## config.mk

```make
export PLATFORM = sky130hd
export DESIGN_NAME = dma_irq_aggr
export DESIGN_NICKNAME = d
export VERILOG_FILES = /design/src/rtl/dma_irq_pkg.sv /design/src/rtl/irq_class_bank.sv /design/src/rtl/irq_reg_if.sv /design/src/rtl/dma_irq_aggr.sv
export SDC_FILE = /design/constraint.sdc
export NUM_CORES = 1
export LEC_CHECK = 0
export BUFFER_PORTS_ARGS = -buffer_cell sky130_fd_sc_hd__buf_2
export CAP_MARGIN = 0
export CORE_UTILIZATION = 35
export DETAILED_ROUTE_END_ITERATION = 12
export PLACE_DENSITY_LB_ADDON = 0.2
export SLEW_MARGIN = 15
export SYNTH_ARGS = -nofsm -noshare
export SYNTH_HDL_FRONTEND = slang
export SYNTH_HIERARCHICAL = 1
export SYNTH_SLANG_ARGS = --single-unit
```

## constraint.sdc

```tcl
create_clock -name clk -period 2 [get_ports clk]
set_input_delay 0.2 -clock clk [delete_from_list [all_inputs] [get_ports clk]]
set_output_delay 0.2 -clock clk [all_outputs]
set_load 0.05 [all_outputs]
```

## src/rtl/dma_irq_pkg.sv

```systemverilog
// Shared constants for the DMA interrupt aggregator.
// Assumes byte offsets relative to the block base, 32-bit word stride.
package dma_irq_pkg;
    typedef enum logic [1:0] {
        CLS_DONE = 2'd0,
        CLS_SRC  = 2'd1,
        CLS_DST  = 2'd2,
        CLS_CFG  = 2'd3
    } irq_class_e;

    localparam int unsigned NUM_CLS     = 4;
    localparam int unsigned OFF_MASKED  = 32'h800;
    localparam int unsigned OFF_RAW     = 32'h810;
    localparam int unsigned OFF_PRIO    = 32'h824;
    localparam int unsigned OFF_ARB     = 32'h828;
    localparam int unsigned WORD_BYTES  = 4;
endpackage

```

## src/rtl/irq_class_bank.sv

```systemverilog
// One event class: a raw status bit per channel, set by an event pulse,
// cleared by a write-one-to-clear strobe. A new event outranks a clear.
// Assumes event pulses are synchronous to clk and one cycle wide or longer.
module irq_class_bank #(
    parameter int NUM_CH = 8
) (
    input  logic              clk,
    input  logic              rst_n,
    input  logic [NUM_CH-1:0] evt,
    input  logic              clr_we,
    input  logic [NUM_CH-1:0] clr_mask,
    input  logic [NUM_CH-1:0] en,
    output logic [NUM_CH-1:0] raw,
    output logic [NUM_CH-1:0] masked
);

    genvar c;
    generate
        for (c = 0; c < NUM_CH; c++) begin : g_ch
            // Per-channel sticky status bit with event priority over clear.
            always_ff @(posedge clk) begin
                if (!rst_n)
                    raw[c] <= 1'b0;
                else if (evt[c])
                    raw[c] <= 1'b1;
                else if (clr_we && clr_mask[c])
                    raw[c] <= 1'b0;
            end

            assert_set_R2: assert property (@(posedge clk) disable iff (!rst_n)
                evt[c] |=> raw[c]);
            assert_clear_R4: assert property (@(posedge clk) disable iff (!rst_n)
                (clr_we && clr_mask[c] && !evt[c]) |=> !raw[c]);
            assert_hold_R4: assert property (@(posedge clk) disable iff (!rst_n)
                (!evt[c] && !(clr_we && clr_mask[c])) |=> $stable(raw[c]));
            assert_evt_wins_R6: assert property (@(posedge clk) disable iff (!rst_n)
                (evt[c] && clr_we && clr_mask[c]) |=> raw[c]);
        end
    endgenerate

    // Masked view: raw gated by the channel's enable.
    always_comb masked = raw & en;

endmodule

```

## src/rtl/irq_reg_if.sv

```systemverilog
// Register bus slave: decodes clear strobes for the raw views, holds the
// priority and arbitration words, and muxes read data.
// Assumes one access per cycle; reads are combinational, writes land at the edge.
module irq_reg_if
    import dma_irq_pkg::*;
#(
    parameter int NUM_CH = 8,
    parameter int ADDR_W = 12,
    parameter int DATA_W = 32
) (
    input  logic                           clk,
    input  logic                           rst_n,
    input  logic                           bus_sel,
    input  logic                           bus_wr,
    input  logic [ADDR_W-1:0]              bus_addr,
    input  logic [DATA_W-1:0]              bus_wdata,
    output logic [DATA_W-1:0]              bus_rdata,
    input  logic [NUM_CLS-1:0][NUM_CH-1:0] raw_all,
    input  logic [NUM_CLS-1:0][NUM_CH-1:0] masked_all,
    output logic [NUM_CLS-1:0]             clr_we,
    output logic [NUM_CH-1:0]              clr_mask,
    output logic [DATA_W-1:0]              grp_prio,
    output logic [DATA_W-1:0]              arb_cfg
);

    localparam logic [ADDR_W-1:0] A_PRIO = ADDR_W'(OFF_PRIO);
    localparam logic [ADDR_W-1:0] A_ARB  = ADDR_W'(OFF_ARB);

    logic wr_en, rd_en;
    assign wr_en = bus_sel && bus_wr;
    assign rd_en = bus_sel && !bus_wr;
    assign clr_mask = bus_wdata[NUM_CH-1:0];

    genvar k;
    generate
        for (k = 0; k < NUM_CLS; k++) begin : g_clr
            // Clear strobe for class k's raw register.
            assign clr_we[k] = wr_en &&
                (bus_addr == ADDR_W'(OFF_RAW + WORD_BYTES * k));
        end
    endgenerate

    // Configuration words written by the bus.
    always_ff @(posedge clk) begin
        if (!rst_n) begin
            grp_prio <= '0;
            arb_cfg  <= '0;
        end else if (wr_en) begin
            if (bus_addr == A_PRIO) grp_prio <= bus_wdata;
            if (bus_addr == A_ARB)  arb_cfg  <= bus_wdata;
        end
    end

    // Read data mux; unmapped offsets read as zero.
    always_comb begin
        bus_rdata = '0;
        if (rd_en) begin
            for (int i = 0; i < NUM_CLS; i++) begin
                if (bus_addr == ADDR_W'(OFF_MASKED + WORD_BYTES * i))
                    bus_rdata[NUM_CH-1:0] = masked_all[i];
                if (bus_addr == ADDR_W'(OFF_RAW + WORD_BYTES * i))
                    bus_rdata[NUM_CH-1:0] = raw_all[i];
            end
            if (bus_addr == A_PRIO) bus_rdata = grp_prio;
            if (bus_addr == A_ARB)  bus_rdata = arb_cfg;
        end
    end

    assert_arb_wr_R9: assert property (@(posedge clk) disable iff (!rst_n)
        (wr_en && bus_addr == A_ARB) |=> (arb_cfg == $past(bus_wdata)));
    assert_prio_wr_R9: assert property (@(posedge clk) disable iff (!rst_n)
        (wr_en && bus_addr == A_PRIO) |=> (grp_prio == $past(bus_wdata)));
    assert_one_clear_R4: assert property (@(posedge clk) disable iff (!rst_n)
        $onehot0(clr_we));

endmodule

```

## src/rtl/dma_irq_aggr.sv

```systemverilog
// DMA interrupt status aggregator top: four event-class banks, the register
// slave, and the combined interrupt output.
// Assumes NUM_CH <= DATA_W and ADDR_W wide enough for offset 0x828.
module dma_irq_aggr
    import dma_irq_pkg::*;
#(
    parameter int NUM_CH = 8,
    parameter int ADDR_W = 12,
    parameter int DATA_W = 32
) (
    input  logic                clk,
    input  logic                rst_n,
    input  logic                bus_sel,
    input  logic                bus_wr,
    input  logic [ADDR_W-1:0]   bus_addr,
    input  logic [DATA_W-1:0]   bus_wdata,
    output logic [DATA_W-1:0]   bus_rdata,
    input  logic [NUM_CH-1:0]   evt_done,
    input  logic [NUM_CH-1:0]   evt_src_err,
    input  logic [NUM_CH-1:0]   evt_dst_err,
    input  logic [NUM_CH-1:0]   evt_cfg_err,
    input  logic [2*NUM_CH-1:0] ch_irq_en,
    output logic [DATA_W-1:0]   grp_prio,
    output logic [DATA_W-1:0]   arb_cfg,
    output logic                irq
);

    logic [NUM_CLS-1:0][NUM_CH-1:0] evt_all;
    logic [NUM_CLS-1:0][NUM_CH-1:0] en_all;
    logic [NUM_CLS-1:0][NUM_CH-1:0] raw_all;
    logic [NUM_CLS-1:0][NUM_CH-1:0] masked_all;
    logic [NUM_CLS-1:0]             clr_we;
    logic [NUM_CH-1:0]              clr_mask;

    assign evt_all[CLS_DONE] = evt_done;
    assign evt_all[CLS_SRC]  = evt_src_err;
    assign evt_all[CLS_DST]  = evt_dst_err;
    assign evt_all[CLS_CFG]  = evt_cfg_err;

    // Enable fan-out: even bit gates completion, odd bit gates the errors.
    always_comb begin
        for (int c = 0; c < NUM_CH; c++) begin
            en_all[CLS_DONE][c] = ch_irq_en[2*c];
            en_all[CLS_SRC][c]  = ch_irq_en[2*c+1];
            en_all[CLS_DST][c]  = ch_irq_en[2*c+1];
            en_all[CLS_CFG][c]  = ch_irq_en[2*c+1];
        end
    end

    genvar k;
    generate
        for (k = 0; k < NUM_CLS; k++) begin : g_cls
            irq_class_bank #(.NUM_CH(NUM_CH)) u_bank (
                .clk      (clk),
                .rst_n    (rst_n),
                .evt      (evt_all[k]),
                .clr_we   (clr_we[k]),
                .clr_mask (clr_mask),
                .en       (en_all[k]),
                .raw      (raw_all[k]),
                .masked   (masked_all[k])
            );
        end
    endgenerate

    irq_reg_if #(.NUM_CH(NUM_CH), .ADDR_W(ADDR_W), .DATA_W(DATA_W)) u_regs (
        .clk        (clk),
        .rst_n      (rst_n),
        .bus_sel    (bus_sel),
        .bus_wr     (bus_wr),
        .bus_addr   (bus_addr),
        .bus_wdata  (bus_wdata),
        .bus_rdata  (bus_rdata),
        .raw_all    (raw_all),
        .masked_all (masked_all),
        .clr_we     (clr_we),
        .clr_mask   (clr_mask),
        .grp_prio   (grp_prio),
        .arb_cfg    (arb_cfg)
    );

    // Combined interrupt: any masked bit of any class.
    assign irq = |masked_all;

    assert_irq_quiet_R8: assert property (@(posedge clk) disable iff (!rst_n)
        !(|raw_all) |-> !irq);
    assert_irq_ch0_R8: assert property (@(posedge clk) disable iff (!rst_n)
        (raw_all[CLS_DONE][0] && ch_irq_en[0]) |-> irq);
    assert_masked_wr_R10: assert property (@(posedge clk) disable iff (!rst_n)
        (bus_sel && bus_wr && bus_addr == ADDR_W'(OFF_MASKED) && !(|evt_all))
            |=> $stable(raw_all));

endmodule

```

==> flow_summary.toml <==
[detailed_routing]
wl_per_cell_microns = 17.16
detail-route-antenna-nets = 0
route.detailed.drc = 0
firstDrtPassIters = 5
drt-vias-per-instance = 5.307
num_vias = 5647
routed_wl_microns = 18260
drtIter0Drc = 558

[timing]
rsz0062_at_grt = "true"
fin_ws_ps = -64.29
setup_violations = 5
fin_crit_sh_pct = 103.2
final_hold_viol_count = 0
final_max_slew_viol_count = 0
min_period_ps = 2064
tightest_slew_ps = 406.6
fmax_mhz = 484.4
maxSlewHeadroom_pct = 72.77
final.setup_skew_ps = 0

[min_path]
min_path_type = "in -> reg"

[pwr]
p_per_area_mw_per_mm2 = 616.4
power_mw = 4.623
ir_drop_uv = 398.4
p_leak_nw = 3.113

[floorplanning]
start_util_pct = 35.86
core_sq_mm = 0.01453
io_pins = 193
rows = 44
die_h_microns = 124.0
dieWidth_microns = 124.0
dieArea_sq_mm = 0.01538

[layout]
final_area_sq_mm = 0.007501
layout.nets = 971
diodes = 0
syn_to_final_growth_pct = 43.90
fin_cells = 1064
num-fill-cells = 1427
drive_gt1_share_pct = 39.77

[logic_synthesis]
synth_seq_area_share_pct = 36.87
syn_nets = 772
synthCells = 676
ys_types = 50
synth_enable_flop_cells = 0
async_flop_share_pct = 0
ys_dominant_reg_cell = "dfxtp_1"
synth_commonest_cells = "nand2_1, dfxtp_1, a21boi_1, o21ai_0, inv_1"
ys.warnings.count = 6
netlist.area_leader.share_pct = 36.87
synth_seq_cells = 96
yosysMostFrequentCell = "nand2_1"
syn_avg_cell_area_sq_um = 7.711
netlist_top_cells_area = "dfxtp_1, nand2_1, a21boi_1"
synth_area_sq_mm = 0.005212
synth_top_area_cell = "dfxtp_1"

[setup_path]
cp_data_required_time_ps = 1800
endpoint_kind = "primary output"
path_class = "reg -> out"
arrival_ps = 1860
path_max_fanout = 2
setup.worst_path.start_class = "register"

[placed_design]
port-buffer-count = 192
hpwl_microns = 13280
gp_congestion = 0.9015
dp_slack_ps = -169.0
dpl_cell_area_sq_mm = 0.006787
post-place-cells = 1043

[cts]
clk_pin_slew_ps = 70
insertion_delay_ps = 360
clockRootBuffer = "clkbuf_16"
clock_sinks = 96
cts_buffers = 9
cts_hold_buf = 0
clockBufferDepth = 2
htreeDepth = 3
cts_tree = "built"

[global_routing]
grt_pass1_wl_microns = 27170
track_usage_pct = 23.54
grt_overflow = 0
grt_max_degree = 56
antenna_found_initial = 1
grt_pass1_vias = 5119

[outcome]
status = "finished with violations"
violations = "negative setup slack"

[run]
maxCapViolations = 0
-- cell usage in the layout, fill, tap and decap left out, drive strengths merged, types with 2 or more instances in the layout --
cell type and instances:
clkbuf 10, o311ai 2, nor2 31, o22ai 5
o211ai 2, a2bb2oi 3, o21ai 45, bufinv 3
o311a 2, a31oi 32, a2111oi 2, buf 241
a211oi 2, o2111ai 3, a21boi 64, a22oi 28
and3 3, nand2b 6, nor2b 12, nor4 9
nand2 140, nor4b 3, and4 2, and2 33
mux2i 5, a21oi 14, mux2 10, nand3 13
nand4 4, inv 36, dfxtp 96, nor3 5
-- report_power, final --
group,internal (mW),leakage [nW],switching (mW)
logic,0.265,2.16,0.300
registers,1.96,0.786,0.0368
clock network,1.26,0.169,0.797
-- kinds of logic after synthesis --
group                  share of synthesized area [%]
AND/OR/NAND/NOR                                24.03
AO/OA/AOI/OAI                                  27.17
flip-flops                                     36.87
buffers and inverters                          8.378
multiplexers                                   3.553
-- layer usage --
layer / part of all wire, % / track usage [%] / vias to the layer above
met3: 7.5 / 4.487 / 23
met5: 0 / 0 / -
met4: 1.7 / 9.226 / 0
met2: 46 / 36.77 / 234
li1: - / - / 2758
met1: 45 / 31.87 / 2632
-- metrics by stage --
stage | TNS [ps] | utilization (%) | hold WS, ps
5_1_grt | -638.3 | 51.61 | 78.46
3_3_place_gp | -3181 | 46.69 | 452.4
6_report | -200.0 | 51.61 | 82.01
2_1_floorplan | -42.53 | - | 334.9
4_1_cts | -361.2 | 50.59 | 69.84
3_5_place_dp | -1551 | 46.69 | 457.1
-- worst max-delay path: stages, from the launching register on --
cell     delay (ps)
dfxtp_2         330
and2_4          130
buf_4           120
nor4_1          300
nand4_1         150
or2_1           270
buf_4           200
-- repair_timing --
| item | 4_1_cts | 5_1_grt |
|---|---|---|
| endpoints found under the setup margin | 32 | 33 |
| setup buffers | 4 | 1 |
| resized for setup | 70 | 43 |
| pin swaps | 16 | 20 |
| cloned | 0 | 0 |
-- layout make-up --
class                           count  area [sq um]  area share (%)
Multi-Input combinational cell    492          3246           43.27
Sequential cell                    96          1937           25.82
Clock buffer                       10         239.0           3.186
Clock inverter                      6         115.1           1.535
Tap cell                          184         230.2           3.069
Inverter                           35         131.4           1.751
Timing Repair Buffer              241          1603           21.37
-- path summary, 6_finish.rpt --
check | start | to | slack (ps) | depth (start not counted)
max reg2reg | g_cls[0].u_bank/raw[0] | g_cls[0].u_bank/raw[0] | 1110 | 4
max | g_cls[3].u_bank/raw[4] | irq | -60 | 6
min reg2reg | u_regs/arb_cfg[1] | u_regs/arb_cfg[1] | 470 | 2
min | evt_cfg_err[4] | g_cls[3].u_bank/raw[4] | 80 | 3
-- flip-flops by register name, summed over array words and instances, names as in the netlist --
signal / cells
g_cls.u_bank/raw: 32
u_regs/arb_cfg: 32
u_regs/grp_prio: 32
(Power assumes the default switching activity.)
